[src/rtl/spf_pkg.sv]
package spf_pkg;

    localparam int ADDR_W      = 32;
    localparam int LINE_BITS   = 6;
    localparam int PAGE_BITS   = 12;
    localparam int AGE_W       = 4;
    localparam int LINE_W      = ADDR_W - LINE_BITS;
    localparam int PAGE_SLOT_W = PAGE_BITS - LINE_BITS;

    typedef logic [LINE_W-1:0] line_t;
    typedef logic [AGE_W-1:0]  age_t;

    localparam age_t AGE_DEAD = '1;

    typedef struct packed {
        line_t line;
        age_t  age;
    } track_t;

    function automatic logic same_page(line_t a, line_t b);
        return a[LINE_W-1:PAGE_SLOT_W] == b[LINE_W-1:PAGE_SLOT_W];
    endfunction

endpackage

[src/rtl/spf_track_table.sv]
module spf_track_table
    import spf_pkg::*;
#(
    parameter int ENTRIES = 12,
    parameter bit ASCEND  = 1'b1
) (
    input  logic  clk,
    input  logic  rst,
    input  logic  acc_valid,
    input  line_t acc_line,
    input  line_t probe_line,
    input  logic  upd_en,
    input  logic  alloc_en,
    output logic  hit,
    output logic  probe_hit
);
    localparam int IDX_W = (ENTRIES > 1) ? $clog2(ENTRIES) : 1;

    track_t               ent_q [ENTRIES];
    logic [ENTRIES-1:0]   live;
    logic [ENTRIES-1:0]   adj;
    logic [ENTRIES-1:0]   probe_eq;
    logic [IDX_W-1:0]     hit_idx;
    logic [IDX_W-1:0]     victim;

    for (genvar i = 0; i < ENTRIES; i++) begin : g_ent
        assign live[i] = ent_q[i].age != AGE_DEAD;
        if (ASCEND) begin : g_up
            assign adj[i] = live[i] && (acc_line == ent_q[i].line + line_t'(1));
        end else begin : g_dn
            assign adj[i] = live[i] && (acc_line == ent_q[i].line - line_t'(1));
        end
        assign probe_eq[i] = live[i] && (probe_line == ent_q[i].line);
    end

    assign hit       = |adj;
    assign probe_hit = |probe_eq;

    always_comb begin
        hit_idx = '0;
        for (int i = ENTRIES - 1; i >= 0; i--) begin
            if (adj[i]) hit_idx = IDX_W'(i);
        end
    end

    always_comb begin
        logic found;
        age_t oldest;
        found  = 1'b0;
        victim = '0;
        for (int i = 0; i < ENTRIES; i++) begin
            if (!live[i] && !found) begin
                victim = IDX_W'(i);
                found  = 1'b1;
            end
        end
        oldest = ent_q[0].age;
        if (!found) begin
            for (int i = 1; i < ENTRIES; i++) begin
                if (ent_q[i].age > oldest) begin
                    oldest = ent_q[i].age;
                    victim = IDX_W'(i);
                end
            end
        end
    end

    always_ff @(posedge clk) begin
        if (rst) begin
            for (int i = 0; i < ENTRIES; i++) begin
                ent_q[i] <= '{line: '0, age: AGE_DEAD};
            end
        end else if (acc_valid) begin
            for (int i = 0; i < ENTRIES; i++) begin
                if (upd_en && hit && hit_idx == IDX_W'(i)) begin
                    ent_q[i] <= '{line: acc_line, age: '0};
                end else if (alloc_en && victim == IDX_W'(i)) begin
                    ent_q[i] <= '{line: acc_line, age: '0};
                end else if (live[i]) begin
                    ent_q[i].age <= ent_q[i].age + age_t'(1);
                end
            end
        end
    end


    upd_alloc_excl_chk: assert property (@(posedge clk) disable iff (rst)
        (acc_valid && upd_en && hit) |-> !alloc_en);

endmodule

[src/rtl/spf_req_fifo.sv]
module spf_req_fifo
    import spf_pkg::*;
#(
    parameter int DEPTH = 2
) (
    input  logic  clk,
    input  logic  rst,
    input  logic  push,
    input  line_t push_line,
    input  logic  pop_ready,
    output logic  out_valid,
    output line_t out_line
);
    localparam int PTR_W = (DEPTH > 1) ? $clog2(DEPTH) : 1;
    localparam int CNT_W = $clog2(DEPTH + 1);

    line_t            slot_q [DEPTH];
    logic [PTR_W-1:0] rd_ptr, wr_ptr;
    logic [CNT_W-1:0] count;
    logic             do_push, do_pop;

    assign out_valid = count != '0;
    assign out_line  = slot_q[rd_ptr];
    assign do_pop    = out_valid && pop_ready;
    assign do_push   = push && (count != CNT_W'(DEPTH));

    function automatic logic [PTR_W-1:0] bump(logic [PTR_W-1:0] p);
        return (p == PTR_W'(DEPTH - 1)) ? '0 : p + PTR_W'(1);
    endfunction

    always_ff @(posedge clk) begin
        if (rst) begin
            rd_ptr <= '0;
            wr_ptr <= '0;
            count  <= '0;
            for (int i = 0; i < DEPTH; i++) slot_q[i] <= '0;
        end else begin
            if (do_push) begin
                slot_q[wr_ptr] <= push_line;
                wr_ptr         <= bump(wr_ptr);
            end
            if (do_pop) rd_ptr <= bump(rd_ptr);
            if (do_push && !do_pop)      count <= count + CNT_W'(1);
            else if (do_pop && !do_push) count <= count - CNT_W'(1);
        end
    end


    fifo_bound_chk: assert property (@(posedge clk) disable iff (rst)
        count <= CNT_W'(DEPTH));


    stall_hold_chk: assert property (@(posedge clk) disable iff (rst)
        (out_valid && !pop_ready) |=> (out_valid && $stable(out_line)));

endmodule

[src/rtl/stream_prefetcher.sv]
module stream_prefetcher
    import spf_pkg::*;
#(
    parameter int ASC_ENTRIES = 12,
    parameter int DSC_ENTRIES = 4,
    parameter int Q_DEPTH     = 2
) (
    input  logic              clk,
    input  logic              rst,
    input  logic              acc_valid,
    input  logic [ADDR_W-1:0] acc_addr,
    input  logic              pf_ready,
    output logic              pf_valid,
    output logic [LINE_W-1:0] pf_line
);
    line_t acc_line;
    logic  asc_hit, dsc_hit, asc_probe, dsc_probe;
    logic  asc_upd, dsc_upd, no_match, dsc_alloc;
    line_t target;
    logic  push;

    assign acc_line  = acc_addr[ADDR_W-1:LINE_BITS];
    assign asc_upd   = asc_hit;
    assign dsc_upd   = !asc_hit && dsc_hit;
    assign no_match  = !asc_hit && !dsc_hit;
    assign dsc_alloc = no_match && asc_probe && !dsc_probe;
    assign target    = asc_hit ? acc_line + line_t'(1) : acc_line - line_t'(1);
    assign push      = acc_valid && !no_match && same_page(target, acc_line);

    spf_track_table #(.ENTRIES(ASC_ENTRIES), .ASCEND(1'b1)) u_up (
        .clk        (clk),
        .rst        (rst),
        .acc_valid  (acc_valid),
        .acc_line   (acc_line),
        .probe_line (acc_line + line_t'(1)),
        .upd_en     (asc_upd),
        .alloc_en   (no_match),
        .hit        (asc_hit),
        .probe_hit  (asc_probe)
    );

    spf_track_table #(.ENTRIES(DSC_ENTRIES), .ASCEND(1'b0)) u_down (
        .clk        (clk),
        .rst        (rst),
        .acc_valid  (acc_valid),
        .acc_line   (acc_line),
        .probe_line (acc_line),
        .upd_en     (dsc_upd),
        .alloc_en   (dsc_alloc),
        .hit        (dsc_hit),
        .probe_hit  (dsc_probe)
    );

    spf_req_fifo #(.DEPTH(Q_DEPTH)) u_q (
        .clk       (clk),
        .rst       (rst),
        .push      (push),
        .push_line (target),
        .pop_ready (pf_ready),
        .out_valid (pf_valid),
        .out_line  (pf_line)
    );


    page_guard_chk: assert property (@(posedge clk) disable iff (rst)
        push |-> (target[PAGE_SLOT_W-1:0] != (asc_hit ? PAGE_SLOT_W'(0) : {PAGE_SLOT_W{1'b1}})));

endmodule

[config.mk]
export PLATFORM = sky130hd
export DESIGN_NAME = stream_prefetcher
export DESIGN_NICKNAME = d
export VERILOG_FILES = /design/src/rtl/spf_pkg.sv /design/src/rtl/spf_track_table.sv /design/src/rtl/spf_req_fifo.sv /design/src/rtl/stream_prefetcher.sv
export SDC_FILE = /design/constraint.sdc
export NUM_CORES = 2
export LEC_CHECK = 0
export ABC_AREA = 1
export ABC_CLOCK_PERIOD_IN_PS = 29000
export BUFFER_PORTS_ARGS = -buffer_cell sky130_fd_sc_hd__buf_2
export CORE_MARGIN = 3
export CORE_UTILIZATION = 32
export DETAILED_ROUTE_END_ITERATION = 8
export PLACE_DENSITY = 0.51
export SYNTH_ARGS = -nofsm -noshare
export SYNTH_HDL_FRONTEND = slang
export SYNTH_SLANG_ARGS = --single-unit
[constraint.sdc]
create_clock -name clk -period 29 [get_ports clk]
set_input_delay 1.45 -clock clk [delete_from_list [all_inputs] [get_ports clk]]
set_output_delay 1.45 -clock clk [all_outputs]
set_load 0.01 [all_outputs]
# Yosys cells after proc, flatten, opt, wreduce, memory -nomap -nowiden

Memory sizes are Yosys's and may differ from the RTL's. A register that Yosys moved wholly into a read port is not among the register bits.
Index checks and enable logic that the tools add are counted.

Mux-type cells: 389
Order comparisons: 14
Equality and inequality tests: 78
Reduce and logical (&&, ||, !) cells: 132
Add/subtract/negate cells: 38
Bitwise operators: 48

Operator list:

| kind                    | count |
|---|---|
| $mux W30                | 32 |
| $eq A26 B26 Y1          | 32 |
| $add A26 B1 Y26 const B | 13 |
| $mux W4                 | 68 |
| $mux W1                 | 269 |
| $sub A26 B1 Y26 const B | 5 |
| $logic_and A1 B1 Y1     | 89 |
| $add A4 B1 Y4 const B   | 16 |
| $ne A4 B4 Y1 const B    | 16 |
| $gt A4 B4 Y1            | 14 |
| $mux W26                | 2 |
| $or A1 B1 Y1            | 48 |
| $eq A4 B3 Y1 const B    | 8 |
| $eq A4 B4 Y1 const B    | 8 |
| $logic_not A1 Y1        | 32 |
| $mux W2                 | 14 |
| $reduce_or A26 Y1       | 1 |
| $reduce_or A12 Y1       | 2 |
| $eq A20 B20 Y1          | 1 |
| $eq A4 B2 Y1 const B    | 4 |
| $mux W3                 | 4 |
| $eq A2 B2 Y1 const B    | 4 |
| $eq A4 B1 Y1 const B    | 2 |
| $logic_not A4 Y1        | 2 |
| 8 further kinds         | 13 |

Bits in registers: 4
Bits in writable memories: 532
Output and inout port bits: 27
Memories: 3
Word-level logic and storage cells: 705
Input bits: 36

Memory list:

| memory       | words | width | read ports | clocked after Yosys merged registers in | wr ports | line                  | source |
|---|---|---|---|---|---|---|---|
| u_up.ent_q   | 12    | 30    | 12         | 0                                       | 12       | spf_track_table.sv:19 | `track_t ent_q [ENTRIES];` |
| u_down.ent_q | 4     | 30    | 4          | 0                                       | 4        | spf_track_table.sv:19 |  |
| u_q.slot_q   | 2     | 26    | 1          | 1                                       | 2        | spf_req_fifo.sv:17    | `line_t slot_q [DEPTH];` |

# Depth between registers and ports, before layout

An unclocked memory read counts as a cell.

Depth after elaboration: 75
Gate-level depth with buffers: 109
Mapped depth without buffers: 105

# Hierarchy

Synthesis repeated with hierarchy kept, for this count alone.

Cells, all modules: 5552
Area total of the unflattened synthesis: 44352.5 um2

By module, submodules not included:

| module                   | seq. area each (um2) | instances | area an instance (um2) | cells an instance |
|---|---|---|---|---|
| spf_track_table (u_up)   | 10810.4              | 1         | 29115.4                | 3543 |
| spf_track_table (u_down) | 3603.5               | 1         | 10844.2                | 1453 |
| spf_req_fifo             | 1661.6               | 1         | 2494.9                 | 200 |
| stream_prefetcher        | 0.0                  | 1         | 1898.1                 | 356 |

# Worst setup path before layout

Ideal clock, no wire load.

Path kind: register to register
Start point: mem u_up.ent_q[0][32] (netlist name)
End point: mem u_up.ent_q[0][154] (netlist name), enable pin
Path buffers: 5
Setup slack: 17.028 ns
Data arrival time: 11.589 ns
Clock period less this slack: 11.972 ns
Stages on the path, launching flop included: 96
Library setup time: 0.383 ns
Data required time: 28.617 ns
Cell sequence: edfxtp_1 > ha_1 > nand2_1 > inv_2 > nand2_1 > nand2_2 > nand2_2 > buf_6 > nand2_1 > o21ai_0 > ha_1 > nand2_2 > nor2_4 > nand2_1 > nand2_2 > nand2_4 > nand2_1 > o21ai_0 > [60 not listed] > o21ai_1 > o21ai_0 > ha_1 > inv_1 > nor2_1 > o21ai_0 > a32oi_1 > nor2_1 > nand2_1 > nor2_1 > nand3_2 > nand2_1 > nand3_2 > nor2_1 > o21ai_1 > buf_2 > buf_6 > nand2_1

RTL lines:

| item               | line |
|---|---|
| start: declaration | spf_track_table.sv:19 |

==> out/metrics.yaml <==
routing:
  drt_iter0_markers: 4532
  drt_drc_violations_left: 0
  routed_via_density: 5.52
  routed_wl_mm: 195
  ant_nets: 0
  firstDrtPassIters: 6
  vias: 41872
  routedWlPerCell_um: 25.6
global_routing:
  grt_max_degree: 57
  grt_overflow: 0
  grt-busiest-layer: "met2"
  grt_pass1_vias: 38842
  use_met1: 0.349
  use_met2: 0.415
  grt_pass1_wl_mm: 276
  use_met3: 0.0521
  grt_antenna_before_repair: 11
  grt_usage: 0.266
worst_setup_path:
  reg2regPathDepth: 93
  critPathKind: "reg -> reg"
  worstPathMaxFanout: 27
  crit_path_start_kind: "register"
  r2r_slack_ns: 15.45
  crit_top_cell: "nand2_1"
  cp.arrival_ns: 13.88
  cp-end-kind: "register"
  crit_required_ns: 29.32
  cp_slowest_stage_delay_ns: 0.46
  regToRegStartpoint: "u_up.ent_q[0][2]"
  worst_path_max_delay_cell: "edfxtp_1"
  r2r_end: "u_up.ent_q[0][56]"
floorplanning:
  die_height_um: 378
  row_count: 135
  die_x_um: 378
  core_sq_um: 136000
  io_pins: 63
  die_area_sq_um: 143000
  initial_core_util: 0.324
sta:
  finalWorstSetupSlack_ns: 15.45
  hold_viol_final: 0
  fin_worst_skew_ns: 0.0499
  worst_slew_pin_slew_ns: 1.20
  timing.final.crit_share: 0.467
  finalMaxSlewViolations: 0
  finalSetupViolations: 0
  max_slew_margin: 0.199
  grt_setup_unrepaired: "no"
  max_freq_mhz: 73.8
  setup_tns_ns: 0
  period_minus_slack_ns: 13.55
synthesis:
  synth_ff_type: "edfxtp_1"
  yosys-top-cells-count: "nand2_1 (957), nor2_1 (928), xor2_1 (651)"
  synth.most_common_cell: "nand2_1"
  syn_area_sq_um: 44300
  synth_edf_count: 532
  synth_cell_types: 71
  yosysSeqAreaShare: 0.363
  async_reset_ff_frac: 0
  syn-num-nets: 5802
  synth.area.top_cells: "edfxtp_1 (36%), xor2_1 (13%), nand2_1 (8.1%)"
  avgSynthCellArea_sq_um: 7.78
  synth-warning-count: 0
  synth_area_leader_cell: "edfxtp_1"
  yosysTopAreaCellShare: 0.361
  ys_ff_latch: 537
  synth_cells: 5691
place:
  place_ws_ns: 15.44
  dp_hpwl_mm: 137
  port_buffers: 56
  gp_congestion: 0.979
hold_path:
  min_from: "u_q.rd_ptr"
  worstHoldPathType: "reg -> reg"
  whs_path_depth: 2
  holdPathEnd: "u_q.rd_ptr"
clock_network:
  worst_setup_hold_path_clk_slew_ns: 0.06
  ctsHtreeMaxLevel: 3
  post-cts-setup-buffers: 0
  hold_buffers: 0
  worstSkewPairLatency_ns: 0.68
  clk_path_buf_depth: 3
  cts_tree: "yes"
  cts.sinks: 537
  ctsResizeCount: 0
  root_buffer: "clkbuf_16"
  numCtsBuffers: 72
final_layout:
  fill_cells: 14265
  syn_to_final_growth_pct: 11.9
  multi_input_area_sq_um: 25100
  nets: 5855
  seqCellArea_sq_um: 16100
  layout-drive-gt1-share: 0.0850
status:
  outcome: "completed"
flow_run:
  drv_cap: 0
-- cells in the final DEF, fill, tap and decap left out, types with 138 or more instances in the layout --
master      n
buf_4     138
edfxtp_1  532
inv_1     560
nand2_1   956
nand3_1   289
nand4_1   171
nor2_1    924
nor3_1    201
o21ai_0   188
xnor2_1   196
xor2_1    650
-- metal layers --
metal  vias up  part of all wire
met5         -           0.00023
met4         6             0.057
met3       430             0.087
met2      1949              0.44
met1     20145              0.42
li1      19342                 -
-- cell type report --
type / count / area share
Timing Repair Buffer: 194 / 0.0266
Multi-Input combinational cell: 4342 / 0.507
Clock buffer: 87 / 0.0384
Inverter: 597 / 0.0453
Clock inverter: 46 / 0.0128
Tap cell: 1781 / 0.0450
Antenna cell: 7 / 0.000354
Sequential cell: 537 / 0.325
-- kinds of logic (layout without fill, tap and decap cells) --
kind of cell               after synthesis  count (layout)  synth area share
muxes                                   27              27           0.00687
AOI/OAI and AO/OA                      544             544            0.0797
DFF                                    537             537             0.363
and+or+nand+nor                       2849            2849             0.290
xor gates and xnor gates               847             847             0.168
other                                    0               7                 0
buffers and inverters                  812             924            0.0714
adders and majority gates               75              75            0.0212
-- flip-flops by register name, summed over array words and instances (netlist names), named ones only --
name	flops
u_q.count	2
u_q.slot_q	52
u_q.wr_ptr	1
u_down.ent_q	120
u_up.ent_q	360
u_q.rd_ptr	1
-- how the worst max path moves through the flow --
| stage | start | end | slack, ns | cells after the start |
|---|---|---|---|---|
| floorplan | u_up.ent_q[0][32] | u_up.ent_q[0][154] | 17.03 | 95 |
| global placement | u_up.ent_q[0][1] | u_up.ent_q[0][55] | 15.47 | 92 |
| detailed placement | u_up.ent_q[0][2] | u_up.ent_q[0][55] | 15.44 | 93 |
| CTS | u_up.ent_q[0][2] | u_up.ent_q[0][40] | 15.39 | 93 |
| global route | u_up.ent_q[0][2] | u_up.ent_q[0][38] | 13.94 | 93 |
| finish | u_up.ent_q[0][2] | u_up.ent_q[0][56] | 15.45 | 93 |
-- worst max-delay path, delay by kind of cell (launching register included) --
kind	cells	cell delay, ns
AOI/OAI and AO/OA	17	2.51
adders and majority gates	11	3.57
buffers and inverters	8	1.09
DFF	1	0.46
and+or+nand+nor	57	5.47
-- through the flow --
step | cells | hold WS, ns | area, sq um | utilization
2_1_floorplan | 5691 | 0.447 | 44300 | -
3_3_place_gp | 7451 | 0.460 | 47000 | 0.344
3_5_place_dp | 7451 | 0.467 | 47000 | 0.344
4_1_cts | 7584 | 0.474 | 49500 | 0.363
5_1_grt | 7584 | 0.507 | 49500 | 0.363
6_report | 7591 | 0.469 | 49500 | 0.363
Power is not shown: default switching activity piles up to over one toggle a cycle in this logic, so the estimate is an artifact.
